==> src/rtl/nprio_pkg.sv <==
package nprio_pkg;

  // register addresses of the configuration port
  typedef enum logic [2:0] {
    REG_LEN = 3'd0,
    REG_CEN = 3'd1,
    REG_GEN = 3'd2,
    REG_THR = 3'd3,
    REG_CLR = 3'd4,
    REG_PRI = 3'd5
  } reg_sel_e;

  // bit position of the source index in a priority write
  localparam int PRI_SRC_LSB = 8;

endpackage

==> src/rtl/nprio_cfg.sv <==
module nprio_cfg
  import nprio_pkg::*;
#(
  parameter int NSRC   = 8,
  parameter int PRIO_W = 3,
  parameter int DATA_W = 16,
  parameter int SRC_W  = 3
) (
  input  logic                     clk,
  input  logic                     rst_n,
  input  logic                     wr_en,
  input  logic [2:0]               wr_addr,
  input  logic [DATA_W-1:0]        wr_data,
  output logic [NSRC-1:0]          loc_en,
  output logic [NSRC-1:0]          ctl_en,
  output logic                     glb_en,
  output logic [PRIO_W-1:0]        thr,
  output logic [NSRC-1:0]          clr_mask,
  output logic [NSRC*PRIO_W-1:0]   prio_flat
);

  localparam logic [PRIO_W-1:0] LEAST = '1;

  logic unused_data;
  assign unused_data = ^wr_data;

  logic sel_len, sel_cen, sel_gen, sel_thr, sel_clr, sel_pri;
  assign sel_len = wr_en && (wr_addr == REG_LEN);
  assign sel_cen = wr_en && (wr_addr == REG_CEN);
  assign sel_gen = wr_en && (wr_addr == REG_GEN);
  assign sel_thr = wr_en && (wr_addr == REG_THR);
  assign sel_clr = wr_en && (wr_addr == REG_CLR);
  assign sel_pri = wr_en && (wr_addr == REG_PRI);

  assign clr_mask = sel_clr ? wr_data[NSRC-1:0] : '0;

  always_ff @(posedge clk or negedge rst_n) begin
    if (!rst_n) begin
      loc_en <= '0;
      ctl_en <= '0;
      glb_en <= 1'b0;
      thr    <= '0;
    end else begin
      if (sel_len) loc_en <= wr_data[NSRC-1:0];
      if (sel_cen) ctl_en <= wr_data[NSRC-1:0];
      if (sel_gen) glb_en <= wr_data[0];
      if (sel_thr) thr    <= wr_data[PRIO_W-1:0];
    end
  end

  for (genvar s = 0; s < NSRC; s++) begin : g_prio
    logic hit;
    assign hit = sel_pri && (wr_data[PRI_SRC_LSB +: SRC_W] == SRC_W'(s));
    always_ff @(posedge clk or negedge rst_n) begin
      if (!rst_n)   prio_flat[s*PRIO_W +: PRIO_W] <= LEAST;
      else if (hit) prio_flat[s*PRIO_W +: PRIO_W] <= wr_data[PRIO_W-1:0];
    end
  end

endmodule

==> src/rtl/nprio_pend.sv <==
module nprio_pend #(
  parameter int NSRC = 8
) (
  input  logic            clk,
  input  logic            rst_n,
  input  logic [NSRC-1:0] evt,
  input  logic [NSRC-1:0] clr,
  output logic [NSRC-1:0] pend
);

  // a new event wins over a clear in the same cycle
  always_ff @(posedge clk or negedge rst_n) begin
    if (!rst_n) pend <= '0;
    else        pend <= (pend & ~clr) | evt;
  end

endmodule

==> src/rtl/nprio_stack.sv <==
module nprio_stack #(
  parameter int PRIO_W = 3,
  parameter int LEVELS = 8,
  parameter int DEP_W  = 4
) (
  input  logic              clk,
  input  logic              rst_n,
  input  logic              push,
  input  logic              pop,
  input  logic [PRIO_W-1:0] push_prio,
  output logic [DEP_W-1:0]  depth,
  output logic [PRIO_W-1:0] top_prio,
  output logic [PRIO_W:0]   run_lvl
);

  logic [PRIO_W-1:0] stk [LEVELS];
  logic pop_eff, push_eff;

  assign pop_eff  = pop && (depth != '0);
  assign push_eff = push && (pop_eff || (depth < DEP_W'(LEVELS)));

  always_ff @(posedge clk or negedge rst_n) begin
    if (!rst_n) depth <= '0;
    else if (push_eff && !pop_eff) depth <= depth + DEP_W'(1);
    else if (pop_eff && !push_eff) depth <= depth - DEP_W'(1);
  end

  for (genvar e = 0; e < LEVELS; e++) begin : g_ent
    logic wr_here;
    // plain push writes the free slot; pop+push overwrites the top slot
    assign wr_here = push_eff &&
                     ((!pop_eff && depth == DEP_W'(e)) ||
                      ( pop_eff && depth == DEP_W'(e + 1)));
    always_ff @(posedge clk or negedge rst_n) begin
      if (!rst_n)       stk[e] <= '0;
      else if (wr_here) stk[e] <= push_prio;
    end
  end

  always_comb begin
    top_prio = '0;
    for (int e = 0; e < LEVELS; e++) begin
      if (depth == DEP_W'(e + 1)) top_prio = stk[e];
    end
  end

  assign run_lvl = (depth == '0) ? (PRIO_W+1)'(LEVELS) : {1'b0, top_prio};

endmodule

==> src/rtl/nprio_arb.sv <==
module nprio_arb #(
  parameter int NSRC   = 8,
  parameter int PRIO_W = 3,
  parameter int SRC_W  = 3
) (
  input  logic                   clk,
  input  logic                   rst_n,
  input  logic [NSRC-1:0]        pend,
  input  logic [NSRC-1:0]        loc_en,
  input  logic [NSRC-1:0]        ctl_en,
  input  logic                   glb_en,
  input  logic [PRIO_W-1:0]      thr,
  input  logic [NSRC*PRIO_W-1:0] prio_flat,
  input  logic [PRIO_W:0]        run_lvl,
  input  logic                   ack,
  output logic                   req,
  output logic [SRC_W-1:0]       src,
  output logic [PRIO_W-1:0]      req_prio
);

  logic              found;
  logic [SRC_W-1:0]  best_src;
  logic [PRIO_W-1:0] best_p;

  always_comb begin
    found    = 1'b0;
    best_src = '0;
    best_p   = '0;
    // scan downwards so that a tie settles on the lowest index
    for (int i = NSRC - 1; i >= 0; i--) begin
      logic [PRIO_W-1:0] p;
      logic ok;
      p  = prio_flat[i*PRIO_W +: PRIO_W];
      ok = pend[i] && loc_en[i] && ctl_en[i] && glb_en &&
           ((thr == '0) || (p < thr)) &&
           ({1'b0, p} < run_lvl);
      if (ok && (!found || p <= best_p)) begin
        found    = 1'b1;
        best_src = SRC_W'(i);
        best_p   = p;
      end
    end
  end

  always_ff @(posedge clk or negedge rst_n) begin
    if (!rst_n) begin
      req      <= 1'b0;
      src      <= '0;
      req_prio <= '0;
    end else if (ack) begin
      req      <= 1'b0;
    end else begin
      req      <= found;
      src      <= best_src;
      req_prio <= best_p;
    end
  end

endmodule

==> src/rtl/nprio_irq_ctrl.sv <==
module nprio_irq_ctrl #(
  parameter int NSRC     = 8,
  parameter int PRIO_W   = 3,
  parameter int DATA_W   = 16,
  parameter int VEC_W    = 8,
  parameter int VEC_BASE = 16
) (
  input  logic              clk,
  input  logic              rst_n,
  input  logic [NSRC-1:0]   evt_i,
  input  logic              wr_en_i,
  input  logic [2:0]        wr_addr_i,
  input  logic [DATA_W-1:0] wr_data_i,
  input  logic              ack_i,
  input  logic              eoi_i,
  output logic              irq_req_o,
  output logic [VEC_W-1:0]  irq_vec_o
);

  localparam int SRC_W  = $clog2(NSRC);
  localparam int LEVELS = 1 << PRIO_W;
  localparam int DEP_W  = PRIO_W + 1;

  logic [NSRC-1:0]        loc_en, ctl_en, clr_mask, pend;
  logic                   glb_en;
  logic [PRIO_W-1:0]      thr, top_prio, req_prio;
  logic [NSRC*PRIO_W-1:0] prio_flat;
  logic [DEP_W-1:0]       stk_depth;
  logic [PRIO_W:0]        run_lvl;
  logic [SRC_W-1:0]       req_src;

  nprio_cfg #(.NSRC(NSRC), .PRIO_W(PRIO_W), .DATA_W(DATA_W), .SRC_W(SRC_W)) cfg_i (
    .clk(clk), .rst_n(rst_n), .wr_en(wr_en_i), .wr_addr(wr_addr_i),
    .wr_data(wr_data_i), .loc_en(loc_en), .ctl_en(ctl_en), .glb_en(glb_en),
    .thr(thr), .clr_mask(clr_mask), .prio_flat(prio_flat)
  );

  nprio_pend #(.NSRC(NSRC)) pend_i (
    .clk(clk), .rst_n(rst_n), .evt(evt_i), .clr(clr_mask), .pend(pend)
  );

  nprio_stack #(.PRIO_W(PRIO_W), .LEVELS(LEVELS), .DEP_W(DEP_W)) stack_i (
    .clk(clk), .rst_n(rst_n), .push(ack_i && irq_req_o), .pop(eoi_i),
    .push_prio(req_prio), .depth(stk_depth), .top_prio(top_prio),
    .run_lvl(run_lvl)
  );

  nprio_arb #(.NSRC(NSRC), .PRIO_W(PRIO_W), .SRC_W(SRC_W)) arb_i (
    .clk(clk), .rst_n(rst_n), .pend(pend), .loc_en(loc_en), .ctl_en(ctl_en),
    .glb_en(glb_en), .thr(thr), .prio_flat(prio_flat), .run_lvl(run_lvl),
    .ack(ack_i), .req(irq_req_o), .src(req_src), .req_prio(req_prio)
  );

  assign irq_vec_o = VEC_W'(VEC_BASE) + VEC_W'(req_src);

endmodule

==> config.mk <==
export PLATFORM = sky130hd
export DESIGN_NAME = nprio_irq_ctrl
export DESIGN_NICKNAME = d
export VERILOG_FILES = /design/src/rtl/nprio_pkg.sv /design/src/rtl/nprio_cfg.sv /design/src/rtl/nprio_pend.sv /design/src/rtl/nprio_stack.sv /design/src/rtl/nprio_arb.sv /design/src/rtl/nprio_irq_ctrl.sv
export SDC_FILE = /design/constraint.sdc
export NUM_CORES = 1
export LEC_CHECK = 0
export ABC_AREA = 1
export BUFFER_PORTS_ARGS = -buffer_cell sky130_fd_sc_hd__buf_2
export CELL_PAD_IN_SITES_DETAIL_PLACEMENT = 2
export CELL_PAD_IN_SITES_GLOBAL_PLACEMENT = 2
export CORE_ASPECT_RATIO = 1.1
export CORE_MARGIN = 10
export CORE_UTILIZATION = 33
export DETAILED_ROUTE_END_ITERATION = 12
export PLACE_DENSITY_LB_ADDON = 0.1
export SYNTH_ARGS = -nofsm -noshare
export SYNTH_HDL_FRONTEND = slang
export SYNTH_SLANG_ARGS = --single-unit
==> constraint.sdc <==
create_clock -name clk -period 9.6 [get_ports clk]
set_clock_uncertainty 0.1 [all_clocks]
set_input_delay 1.92 -clock clk [delete_from_list [all_inputs] [get_ports clk]]
set_output_delay 1.92 -clock clk [all_outputs]
set_load 0.02 [all_outputs]
==> impl_metrics.py <==
metrics = {
    "detailed_routing": {
        "drt_iter0_drc": 379,
        "routed_wl_um": 30220,
        "first_pass_iters": 5,
        "viasPerCell": 5.441,
        "vias": 6399,
        "post_drt_wl_per_cell_um": 25.70,
        "drc": 0,
        "drt.antenna.violating_nets": 0,
    },
    "critical_path": {
        "cpMostUsedCell": "nand2_4",
        "arrival_ns": 11.97,
        "critPathMaxFanout": 8,
        "cp_slowest_cell": "dfrtp_1",
        "slowest_delay_ns": 0.43,
        "rr_startpoint": "stack_i.depth[0]",
        "reg2reg_depth": 80,
        "crit_start": "stack_i.depth[0]",
        "worst-path-buf-inv": 9,
        "cp-start-kind": "flip-flop",
        "ff2ff_setup_slack_ns": -2.23,
        "critPathKind": "reg2reg",
        "critical_path.top_delay_family": "simple AND/OR/NAND/NOR gates",
        "required_ns": 9.74,
        "worstSetupEndpointType": "flip-flop",
        "cp_num_cells": 80,
    },
    "clock_tree": {
        "cts_buffer_depth": 2,
        "root_buffer": "clkbuf_16",
        "cts-hold-fix-buffers": 0,
        "clk_latency_ns": 0.37,
        "cts_buffers": 9,
        "cts.clk_slew.worst_paths_ns": 0.07,
        "tritoncts": "built",
        "cts-htree-levels": 3,
        "cts.sinks": 87,
    },
    "floorplanning": {
        "rows": 50,
        "die-area_sq_um": 23160,
        "initial_utilization_pct": 33.74,
        "core_area_sq_um": 17080,
        "io_pins": 41,
        "die_h_um": 158.6,
        "die_w_um": 146,
    },
    "flow_run": {
        "max_cap_violations": 0,
    },
    "finish": {
        "antennaDiodeCount": 0,
        "syn_to_final_growth_pct": 45.57,
        "drive_gt1_share_pct": 40.45,
        "layout.nets": 1027,
        "fin_cells": 1176,
    },
    "yosys": {
        "avgSynthCellArea_sq_um": 7.694,
        "ys_seq_area_share_pct": 38.30,
        "async_reset_ff_share_pct": 100.0,
        "ys_seq_elements": 87,
        "synthCells": 749,
        "synth_area_sq_um": 5763,
        "yosysWarnings": 0,
        "synth_edf_count": 0,
        "synthFlopType": "dfrtp_1",
        "synth_cell_types": 42,
    },
    "pwr": {
        "switching_share_pct": 45.77,
        "p_int_w": 0.001073,
        "leakage_nw": 4.026,
        "p_total_w": 0.001978,
        "max-vdd-ir-drop_v": 0.0001178,
        "switchingPower_w": 0.0009055,
        "pwr-share-clk_pct": 19.4,
        "pwr-share-seq_pct": 25.1,
        "pwr_density_cell_nw_per_um2": 235.8,
        "pwr-share-comb_pct": 55.6,
    },
    "timing": {
        "setup_tns_ns": -12.60,
        "min_period_ns": 11.83,
        "maxSlewViolCount": 0,
        "max_freq_mhz": 84.51,
        "relSlewSlack_pct": 29.02,
        "worst_pin_slew_ns": 1.054,
        "period_share_pct": 123.3,
        "rsz0062_at_grt": "true",
        "hold_viol_final": 0,
        "worst_hold_slack_ns": 0.3869,
        "setup_slack_ns": -2.232,
        "finalSetupViolCount": 6,
    },
    "global_routing": {
        "grt_pass1_wl_um": 39990,
        "antenna_found_initial": 0,
        "grt_usage_pct": 22.30,
        "grt_pass1_vias": 7025,
        "gr-total-overflow": 0,
        "grt_max_degree": 61,
    },
    "outcome": {
        "status": "finished, violations left",
        "failed_checks": "setup timing",
    },
    "worst_hold_path": {
        "hp-start": "cfg_i.ctl_en[6]",
        "min_path_cells": 2,
        "hold_path.class": "reg2reg",
    },
    "placed_design": {
        "numPortBuffers": 30,
        "dp_cells": 1097,
        "place_congestion": 0.8721,
        "dp_hpwl_um": 15900,
    },
}
==> per-stage QoR <==
stage	worst slack [ns]	util, %	area, sq um
6_report	-2.232	49.12	8389
2_1_floorplan	0.002260	-	5856
5_1_grt	-2.783	49.12	8389
4_1_cts	-0.7362	46.33	7913
3_5_place_dp	-1.455	40.60	6934
3_3_place_gp	-0.6707	40.60	6934
==> power by group through the flow <==
| stage | Clock [W] | Combinational (W) | Sequential [W] |
|---|---|---|---|
| after global placement | 0 | 0.000739 | 0.000482 |
| final | 0.000383 | 0.00110 | 0.000496 |
| after floorplan | 0 | 0.000461 | 0.000475 |
| after global routing | 0.000407 | 0.00117 | 0.000501 |
| after CTS | 0.000378 | 0.000860 | 0.000486 |
| after detailed placement | 0 | 0.000803 | 0.000487 |
==> cells in the mapped netlist, types with 4 or more instances <==
cell / n / share of area [%]
nand2_1: 207 / 13
o21ai_0: 90 / 7.8
inv_1: 82 / 5.3
dfrtp_1: 63 / 27
ha_1: 58 / 13
nand3_1: 55 / 4.8
nor2_1: 36 / 2.3
dfstp_2: 24 / 11
a21oi_1: 23 / 2.0
o211ai_1: 11 / 1.4
o21ai_1: 9 / 0.78
and2_1: 8 / 0.87
nand2_2: 8 / 0.87
inv_2: 7 / 0.46
clkbuf_1: 6 / 0.39
nand4_1: 6 / 0.65
buf_4: 5 / 0.65
nand3b_1: 5 / 0.65
a211oi_1: 4 / 0.52
a31oi_1: 4 / 0.43
==> path summary, 6_finish.rpt <==
check,to
max,arb_i.req_prio[0]
min,cfg_i.ctl_en[6]
max reg2reg,arb_i.req_prio[0]
min reg2reg,cfg_i.ctl_en[6]
max in group asynchronous,cfg_i.loc_en[2]
min in group asynchronous,stack_i.stk[19]
==> layer usage <==
metal  global-route usage (%)  share of wire, %  vias to the layer above
met1                    22.69                39                     3237
met5                        0                 0                        -
met3                    3.322               3.6                       98
met4                    11.87               5.5                        0
li1                         -                 -                     2850
met2                    43.28                52                      214
==> cell type report <==
class	count	area (sq um)
clock buffers	10	239.0
inverters	90	351.6
clock inverters	6	66.31
multi-input cells	561	3859
repair buffers	188	1373
flip-flops and latches	87	2208
fillers	1897	8690
well taps	234	292.8
==> tightest hold or removal path, cell delays in order, from the launching register on <==
cell	delay (ns)
dfrtp_1	0.34
nand2_1	0.05
o21ai_0	0.06
==> cell usage in the layout, fill, tap and decap left out, types with 4 or more instances in the layout <==
cell type and count:
a21oi_1 20, a31oi_1 4, and2_4 8, buf_2 29, buf_4 150, buf_6 9, clkbuf_16 9, conb_1 5
dfrtp_1 62, dfstp_2 24, ha_1 37, ha_2 5, ha_4 16, inv_1 72, inv_2 12, inv_4 5
nand2_1 169, nand2_2 30, nand2_4 17, nand3_1 37, nand3_2 15, nand3_4 6, nand3b_1 5, nand4_1 6
nor2_1 26, nor2_2 5, nor2_4 9, o211ai_1 11, o21ai_0 85, o21ai_1 8, o21ai_2 5
==> logic make-up after synthesis <==
logic type               count (synthesis)  share of synthesized area (%)
flip-flops                              87                          38.30
buffers and inverters                  104                          7.273
other                                    2                         0.1303
adder cells (fa/ha/maj)                 58                          12.59
AND/OR/NAND/NOR                        349                          27.18
AO/OA/AOI/OAI                          145                          13.92
XOR/XNOR                                 4                         0.6080
==> state kept, by name, indices dropped and copies added (netlist names) <==
signal,flops
arb_i.req,1
pend_i.pend,8
arb_i.req_prio,3
cfg_i.glb_en,1
stack_i.stk,24
cfg_i.thr,3
cfg_i.prio_flat,24
cfg_i.ctl_en,8
cfg_i.loc_en,8
arb_i.src,3
stack_i.depth,4
==> repair_timing <==
action	CTS	global route
resized for setup	77	81
endpoints found under the setup margin	6	6
cloned	0	0
pin swaps	56	52
buffers inserted	47	17
No activity file was read; power rests on OpenSTA's default activity.
